--- config.mk ---
export PLATFORM = sky130hd
export DESIGN_NAME = ufc_txflow
export DESIGN_NICKNAME = d
export VERILOG_FILES = /design/src/rtl/ufc_pkg.sv /design/src/rtl/ufc_sync.sv /design/src/rtl/ufc_gate.sv /design/src/rtl/ufc_rts.sv /design/src/rtl/ufc_txflow.sv
export SDC_FILE = /design/constraint.sdc
export NUM_CORES = 1
export LEC_CHECK = 0
export ABC_AREA = 1
export CAP_MARGIN = 20
export CORE_UTILIZATION = 37
export DETAILED_ROUTE_END_ITERATION = 10
export GPL_TIMING_DRIVEN = 0
export PLACE_DENSITY_LB_ADDON = 0.05
export SLEW_MARGIN = 5
export SYNTH_ARGS = -nofsm -noshare
export SYNTH_HDL_FRONTEND = slang
export SYNTH_SLANG_ARGS = --single-unit
--- constraint.sdc ---
create_clock -name clk -period 1 [get_ports clk]
set_input_delay 0.3 -clock clk [delete_from_list [all_inputs] [get_ports clk]]
set_output_delay 0.3 -clock clk [all_outputs]
set_load 0.005 [all_outputs]
--- src/rtl/ufc_pkg.sv ---
package ufc_pkg;
    localparam int NSRC      = 6;
    localparam int NMODEM    = 4;
    localparam int SRC_CTS   = 0;
    localparam int SRC_DCD   = 1;
    localparam int SRC_DSR   = 2;
    localparam int SRC_RI    = 3;
    localparam int SRC_SW    = 4;
    localparam int SRC_RXFC  = 5;
    localparam logic [NSRC-1:0] MASK_RESET = 6'b010000;

    typedef struct packed {
        logic [NSRC-1:0] mask;
        logic            rts_auto;
        logic            loop;
    } ufc_cfg_t;
endpackage

--- src/rtl/ufc_sync.sv ---
module ufc_sync #(
    parameter int W      = 4,
    parameter int STAGES = 2
) (
    input  logic         clk,
    input  logic         rst_n,
    input  logic [W-1:0] async_i,
    output logic [W-1:0] sync_o
);
    logic [W-1:0] stage_d [STAGES];
    logic [W-1:0] stage_q [STAGES];

    always_comb begin
        stage_d[0] = async_i;
        for (int s = 1; s < STAGES; s++) begin
            stage_d[s] = stage_q[s-1];
        end
    end

    generate
        for (genvar g = 0; g < STAGES; g++) begin : g_stage
            always_ff @(posedge clk or negedge rst_n) begin
                if (!rst_n) stage_q[g] <= '0;
                else        stage_q[g] <= stage_d[g];
            end
        end
    endgenerate

    assign sync_o = stage_q[STAGES-1];
endmodule

--- src/rtl/ufc_gate.sv ---
module ufc_gate
    import ufc_pkg::*;
(
    input  logic            clk,
    input  logic            rst_n,
    input  logic [NSRC-1:0] mask,
    input  logic [NSRC-1:0] src,
    input  logic            tx_req,
    input  logic            tx_busy,
    output logic            permit,
    output logic            tx_go
);
    logic permit_d, permit_q;
    logic [NSRC-1:0] blocked;

    always_comb begin
        blocked  = mask & ~src;
        permit_d = (blocked == '0);
    end

    always_ff @(posedge clk or negedge rst_n) begin
        if (!rst_n) permit_q <= 1'b0;
        else        permit_q <= permit_d;
    end

    assign permit = permit_q;
    assign tx_go  = tx_req & ~tx_busy & permit_q;

    a_r6_no_grant_in_flight: assert property (@(posedge clk) disable iff (!rst_n)
        tx_busy |-> !tx_go);
    a_r4_zero_mask_permits: assert property (@(posedge clk) disable iff (!rst_n)
        (mask == '0) |=> permit);
    a_r3_enabled_low_blocks: assert property (@(posedge clk) disable iff (!rst_n)
        ((mask & ~src) != '0) |=> !permit);
endmodule

--- src/rtl/ufc_rts.sv ---
module ufc_rts #(
    parameter int DEPTH = 64,
    parameter int LVL_W = $clog2(DEPTH + 1)
) (
    input  logic             clk,
    input  logic             rst_n,
    input  logic             rts_auto,
    input  logic [LVL_W-1:0] level,
    input  logic             uart_rts,
    output logic             rts_o
);
    localparam logic [LVL_W-1:0] HALF = LVL_W'(DEPTH / 2);
    logic rts_d, rts_q;

    always_comb begin
        if (rts_auto) rts_d = (level < HALF);
        else          rts_d = uart_rts;
    end

    always_ff @(posedge clk or negedge rst_n) begin
        if (!rst_n) rts_q <= 1'b0;
        else        rts_q <= rts_d;
    end

    assign rts_o = rts_q;

    a_r8_half_full_drops: assert property (@(posedge clk) disable iff (!rst_n)
        (rts_auto && level >= HALF) |=> !rts_o);
    a_r7_follow_uart: assert property (@(posedge clk) disable iff (!rst_n)
        !rts_auto |=> (rts_o == $past(uart_rts)));
endmodule

--- src/rtl/ufc_txflow.sv ---
module ufc_txflow
    import ufc_pkg::*;
#(
    parameter int DEPTH  = 64,
    parameter int STAGES = 2,
    parameter int LVL_W  = $clog2(DEPTH + 1)
) (
    input  logic             clk,
    input  logic             rst_n,
    input  logic             cfg_we,
    input  logic [NSRC-1:0]  cfg_mask,
    input  logic             cfg_rts_auto,
    input  logic             cfg_loop,
    input  logic             cts_i,
    input  logic             dcd_i,
    input  logic             dsr_i,
    input  logic             ri_i,
    input  logic             sw_tx_en,
    input  logic             rx_flow_ok,
    input  logic [LVL_W-1:0] rx_fifo_level,
    input  logic             uart_rts,
    input  logic             tx_req,
    input  logic             tx_busy,
    input  logic             rxd_i,
    input  logic             uart_txd,
    output logic             tx_permit,
    output logic             tx_go,
    output logic             rts_o,
    output logic             txd_o
);
    ufc_cfg_t cfg_d, cfg_q;
    logic [NMODEM-1:0] modem_async, modem_sync;
    logic [NSRC-1:0]   src;

    always_comb begin
        cfg_d = cfg_q;
        if (cfg_we) begin
            cfg_d.mask     = cfg_mask;
            cfg_d.rts_auto = cfg_rts_auto;
            cfg_d.loop     = cfg_loop;
        end
    end

    always_ff @(posedge clk or negedge rst_n) begin
        if (!rst_n) begin
            cfg_q.mask     <= MASK_RESET;
            cfg_q.rts_auto <= 1'b0;
            cfg_q.loop     <= 1'b0;
        end else begin
            cfg_q <= cfg_d;
        end
    end

    assign modem_async = {ri_i, dsr_i, dcd_i, cts_i};

    ufc_sync #(.W(NMODEM), .STAGES(STAGES)) i_sync (
        .clk     (clk),
        .rst_n   (rst_n),
        .async_i (modem_async),
        .sync_o  (modem_sync)
    );

    always_comb begin
        src           = '0;
        src[SRC_CTS]  = modem_sync[0];
        src[SRC_DCD]  = modem_sync[1];
        src[SRC_DSR]  = modem_sync[2];
        src[SRC_RI]   = modem_sync[3];
        src[SRC_SW]   = sw_tx_en;
        src[SRC_RXFC] = rx_flow_ok;
    end

    ufc_gate i_gate (
        .clk     (clk),
        .rst_n   (rst_n),
        .mask    (cfg_q.mask),
        .src     (src),
        .tx_req  (tx_req),
        .tx_busy (tx_busy),
        .permit  (tx_permit),
        .tx_go   (tx_go)
    );

    ufc_rts #(.DEPTH(DEPTH), .LVL_W(LVL_W)) i_rts (
        .clk      (clk),
        .rst_n    (rst_n),
        .rts_auto (cfg_q.rts_auto),
        .level    (rx_fifo_level),
        .uart_rts (uart_rts),
        .rts_o    (rts_o)
    );

    assign txd_o = cfg_q.loop ? rxd_i : uart_txd;

    a_r9_loop_route: assert property (@(posedge clk) disable iff (!rst_n)
        txd_o == (cfg_q.loop ? rxd_i : uart_txd));
    a_r2_cfg_load: assert property (@(posedge clk) disable iff (!rst_n)
        cfg_we |=> (cfg_q.mask == $past(cfg_mask)));
endmodule

==> metrics.yaml, run 1 <==
timing:
  max_clock_freq_ghz: 0.788
  finClkSkew_ns: 0.00759
  slew_headroom_pct: 49.1
  tightest_slew_ns: 0.763
  worst_slack_ns: -0.269
  slew_violations: 0
  grt_setup_unrepaired: "yes"
  final_hold_viol_count: 0
  min_period_over_period_pct: 127
  finalSetupViolations: 4
  min_period_ns: 1.27
pwr:
  p_per_area_nw_per_um2: 1470
  total_power_mw: 1.44
  p_leak_nw: 0.494
  peakVddDrop_v: 0.00104
drt:
  wl_um: 1090
  dr.pass1.iters: 5
  drtIter0Drc: 4
  drc: 0
  dr_total_vias: 489
  viasPerCell: 4.57
  drtAntennaViolNets: 0
  wl_per_cell_um: 10.1
floorplanning:
  core_area_sq_um: 1580
  die_h_um: 44.1
  fp.dieW_um: 44.1
  dieArea_sq_um: 1940
  io_pins: 33
  initial_utilization_pct: 41.5
  rows: 14
worst_setup_path:
  crit_path_frequent_cell: "nand2_1"
  critPathMaxStageDelay_ns: 0.45
  critical_path_required_ns: 0.70
  critPathMaxFanout: 1
  crit_chain: "clkdlybuf4s50_1, nand2_1, nand2_1, buf_2"
  endpoint_kind: "output pin"
  rrSetupSlack_ns: 0.11
  worstSetupPathType: "input pin to output pin"
  slowest_stage: "clkdlybuf4s50_1"
  start_kind: "input pin"
  crit_arrival_ns: 0.97
clocking:
  cts_made_buffers: 3
  clk_latency_ns: 0.29
  cts-root-buf: "clkbuf_4"
  clkTransAtPathRegs_ns: 0.10
  cts.sinks: 18
  cts_max_level: 1
  cts_tree: "yes"
  clk_path_buf_depth: 2
placed_design:
  place.gp.congestion: 0.685
  io_buffers: 27
  placed_area_sq_um: 945
  dp_hpwl_um: 804
synth:
  ys_seq_area_share_pct: 69.0
  synth_nets: 86
  synth-seq-cells: 18
  syn_area_sq_um: 654
  yosysMostFrequentCell: "dfrtp_1"
  yosysTopAreaCellShare_pct: 65.0
  synth_top_cell_by_area: "dfrtp_1"
  ys.flop_type: "dfrtp_1"
  syn_avg_cell_area_sq_um: 11.5
  synth_edf_count: 0
  syn_inst: 57
  synth_area_leaders: "dfrtp_1 65%, nand2_1 9.2%, inv_1 5.7%"
  yosysWarnings: 0
  ys_types: 11
  async_flop_share_pct: 100
  ys_top_cells_by_count: "17 x dfrtp_1, 16 x nand2_1, 10 x inv_1"
global_routing:
  top_usage_layer: "met2"
  grt_use_total_pct: 14.1
  antenna_found_initial: 0
  grt_max_degree: 19
  grt_pass1_wl_um: 1880
  met3_usage_pct: 6.12
  grt_overflow: 0
  grt_use_met1_pct: 15.9
  grt_pass1_vias: 454
  use_met2_pct: 21.8
finish:
  utilization_pct: 62.1
  fin_area_sq_um: 978
  fillers: 155
  drive_above_1_share_pct: 19.8
  antenna_cells: 0
  syn_to_final_growth_pct: 49.5
  finalNetCount: 121
outcome:
  violations: "negative setup slack"
  status: "complete, but fails checks"
min_path:
  hold_path.class: "input pin to async pin"
job:
  max_cap_viol_count: 0
## worst paths after layout
path	start	endpoint	depth (start not counted)
min in group clk	i_sync.stage_d[3]$_DFF_PN0_	i_sync.sync_o[3]$_DFF_PN0_	0
hold reg to reg	i_sync.stage_d[3]$_DFF_PN0_	i_sync.sync_o[3]$_DFF_PN0_	0
max in group asynchronous	rst_n	i_sync.sync_o[0]$_DFF_PN0_	1
setup reg to reg	cfg_q[6]$_DFFE_PN1P_	i_gate.permit$_DFF_PN0_	3
hold / removal	rst_n	cfg_q[3]$_DFFE_PN0P_	1
setup / recovery	rxd_i	txd_o	4
## critical path, delay by kind of cell
kind,cells,cell delay (ns)
AND/OR/NAND/NOR,2,0.11
buffers and inverters,2,0.56
## final cells by class
cell class	instances	area, sq um	area share, %
tap	16	20.0	2.05
multi-input combinational	28	154	15.7
clock buffer	4	36.3	3.71
inverter	10	37.5	3.84
timing repair buffer	30	268	27.4
sequential	18	452	46.2
buffer	1	11.3	1.15
## power by group
group / total [mW] / switching [mW] / leakage [nW] / internal, mW
Sequential: 0.805 / 0.0196 / 0.212 / 0.785
Combinational: 0.211 / 0.0754 / 0.261 / 0.135
Clock: 0.427 / 0.205 / 0.0210 / 0.222
Total: 1.44 / 0.300 / 0.494 / 1.14
## cell families after synthesis
group | synth area share [%]
AND/OR/NAND/NOR | 10.3
flip-flops | 69.0
multiplexers | 8.03
buffers and inverters | 7.46
AO/OA/AOI/OAI | 5.16
## per-stage QoR
step | setup slack, ns | setup TNS (ns) | instances | hold slack (ns)
after floorplan | 0.171 | 0 | 57 | 0.00441
after global placement | -0.662 | -9.62 | 100 | 0.332
after detailed placement | -0.678 | -9.90 | 100 | 0.337
after CTS | -0.276 | -0.694 | 106 | 0.203
after global routing | -0.302 | -0.803 | 107 | 0.239
final | -0.269 | -0.641 | 107 | 0.180
## sequential cells by signal (all words and copies together) (netlist names)
| name | cells |
|---|---|
| i_gate.permit | 1 |
| i_sync.sync_o | 4 |
| i_rts.rts_o | 1 |
| i_sync.stage_d | 4 |
| cfg_q | 8 |
## cells in the final DEF, fill, tap and decap left out
master / Yosys / routed
clkdlybuf4s50_1: 0 / 19
dfrtp_1: 17 / 17
nand2_1: 16 / 16
inv_1: 10 / 9
o21ai_0: 4 / 4
dlygate4sd2_1: 0 / 4
buf_2: 0 / 4
clkbuf_4: 0 / 3
buf_4: 0 / 3
nor2_1: 2 / 2
mux2_4: 2 / 2
mux2_2: 2 / 2
o22ai_1: 1 / 1
o31ai_1: 1 / 1
buf_6: 1 / 1
inv_2: 0 / 1
dfstp_2: 1 / 1
clkbuf_8: 0 / 1
## per-layer routing
layer | vias up | share of wire (%)
met3 | 4 | 7.9
met1 | 222 | 40
met2 | 21 | 50
met4 | 0 | 1.8
met5 | - | 0
li1 | 242 | -
## timing repair
action                                  CTS  global route
endpoints found under the setup margin   12             4
resized for setup                        19             1
pin swaps                                 3             1
cloned                                    0             0
hold buffers                              0             0
setup buffers                             2             1
Power figures use the tool's default switching activity.
==> inputs of run 2 (changes only) <==
==> constraint.sdc (replaced) <==
create_clock -name clk -period 1 [get_ports clk]
set_input_delay 0.3 -clock clk [delete_from_list [all_inputs] [get_ports clk]]
set_output_delay 0.3 -clock clk [all_outputs]
set_load 0.1 [all_outputs]
==> metrics.yaml, run 2 (synthesized netlist as in run 1, its figures left out) <==
outcome:
  status: "complete, but fails checks"
  violations: "negative setup slack"
worst_setup_path:
  timing.rr.start: "cfg_q[6]$_DFFE_PN1P_"
  critical_path_required_ns: 0.70  # about the same
  cp-startpoint: "i_gate.permit$_DFF_PN0_"
  start_kind: "flip-flop"
  critPathMaxFanout: 2  # +1
  crit_arrival_ns: 1.06  # +0.09 ns
  rr_worst_depth: 3  # unchanged
  worstSetupPathType: "flip-flop to output pin"
  endpoint_kind: "output pin"
  rrSetupSlack_ns: 0.13  # +0.02 ns
  r2r_end: "i_gate.permit$_DFF_PN0_"
  critPathCapture: "tx_go"
clocking:
  cts_tree: "yes"
  clk_path_buf_depth: 2  # unchanged
  cts_made_buffers: 3  # unchanged
  clkTransAtPathRegs_ns: 0.10  # about the same
  clk_latency_ns: 0.28  # about the same
  cts_max_level: 1  # unchanged
  cts-root-buf: "clkbuf_4"
  postCtsSetupRepairBufs: 0  # -2
  cts.sinks: 18  # unchanged
drt:
  wl_um: 1020  # -6.4%
  wl_per_cell_um: 9.77  # -3.7%
  drtIter0Drc: 7  # +3
  dr.pass1.iters: 6  # +1
  drc: 0  # unchanged
  drtAntennaViolNets: 0  # unchanged
  dr_total_vias: 469  # -4.1%
  viasPerCell: 4.51  # -1.3%
finish:
  antenna_cells: 0  # unchanged
  fin_area_sq_um: 1050  # +7.5%
  drive_above_1_share_pct: 25.0  # +5.2 points
  final_cell_mix: "18 x clkdlybuf4s50_1, 15 x dfrtp_1, 12 x nand2_1"
  finalNetCount: 118  # -2.5%
  final_common_cell: "clkdlybuf4s50_1"
  top_register: "cfg_q"
  utilization_pct: 66.7  # +4.7 points
  largest_reg_flops: 8  # unchanged
  syn_to_final_growth_pct: 60.8
floorplanning:
  fp.dieW_um: 44.1  # unchanged
  core_area_sq_um: 1580  # unchanged
  die_h_um: 44.1  # unchanged
  dieArea_sq_um: 1940  # unchanged
  initial_utilization_pct: 41.5  # unchanged
  rows: 14  # unchanged
  io_pins: 33  # unchanged
pwr:
  peakVddDrop_v: 0.000927  # -11%
  total_power_mw: 1.61  # +12%
  p_per_area_nw_per_um2: 1530  # +3.8%
  p_leak_nw: 0.506  # +2.5%
placed_design:
  io_buffers: 27  # unchanged
  placed_area_sq_um: 983  # +4.1%
  dp_hpwl_um: 782  # -2.8%
  place.gp.congestion: 0.667  # -2.6%
timing:
  slew_violations: 0  # unchanged
  max_clock_freq_ghz: 0.736  # -6.5%
  worst_slack_ns: -0.358  # -0.0886 ns
  tightest_slew_ns: 0.746  # -0.0175 ns
  fin_tns_setup_ns: -1.14  # -0.499 ns
  final_hold_viol_count: 0  # unchanged
  min_period_over_period_pct: 136  # +8.9 points
  slew_headroom_pct: 50.3  # +1.2 points
  min_period_ns: 1.36  # +0.0886 ns
  finalSetupViolations: 4  # unchanged
  grt_setup_unrepaired: "yes"
  finClkSkew_ns: 0.00350  # -0.00410 ns
job:
  max_cap_viol_count: 0  # unchanged
global_routing:
  grt_pass1_wl_um: 1770  # -5.5%
  grt_use_total_pct: 12.4  # -1.7 points
  grt_pass1_vias: 459  # +1.1%
  antenna_found_initial: 0  # unchanged
  grt_max_degree: 19  # unchanged
  grt_overflow: 0  # unchanged
min_path:
  hold_path.class: "input pin to async pin"
run 2: through the flow:
step,std cells,setup slack (ns),hold WS [ns]
global placement,100,-1.38,0.332
finish,104,-0.358,0.184
CTS,104,-0.376,0.214
floorplan,57,-0.483,0.00441
detailed placement,100,-1.38,0.336
global route,104,-0.402,0.239
run 2: critical path, stage by stage, from the launching register on:
cell and delay (ns):
dfrtp_4 0.51, nand2_4 0.07, nor2_4 0.04, buf_12 0.16
run 2: final cells by class:
type / count / area, sq um
Inverter: 10 / 37.5
Timing Repair Buffer: 27 / 295
Clock buffer: 4 / 36.3
Buffer: 1 / 11.3
Multi-Input combinational cell: 28 / 195
Sequential cell: 18 / 457
Tap cell: 16 / 20.0
Fill cell: 141 / 524
run 2: metal layers:
metal  track usage, %  share of wire (%)
met3             3.27                7.8
met4             3.64                  0
met5                0                  0
met1             15.3                 45
met2             21.5                 47
run 2: worst min-delay path by stage:
stage	from	endpoint	slack, ns	cells past startpoint
after CTS	rst_n	cfg_q[2]$_DFFE_PN0P_	0.21	1
after detailed placement	i_sync.stage_d[1]$_DFF_PN0_	i_sync.sync_o[1]$_DFF_PN0_	0.34	0
after floorplan	rst_n	cfg_q[0]$_DFFE_PN0P_	0.004	0
final	rst_n	cfg_q[2]$_DFFE_PN0P_	0.18	1
after global routing	rst_n	cfg_q[2]$_DFFE_PN0P_	0.24	1
after global placement	i_sync.stage_d[0]$_DFF_PN0_	i_sync.sync_o[0]$_DFF_PN0_	0.33	0
run 2: timing repair:
action | 4_1_cts | 5_1_grt
setup endpoints to repair | 10 | 4
hold buffers | 0 | 0
pin swaps | 4 | 1
resized for setup | 40 | 2
run 2: where the power goes:
group / leakage (nW) / internal [mW] / switching (mW)
Combinational: 0.276 / 0.174 / 0.198
Sequential: 0.210 / 0.789 / 0.0267
Clock: 0.0210 / 0.221 / 0.201
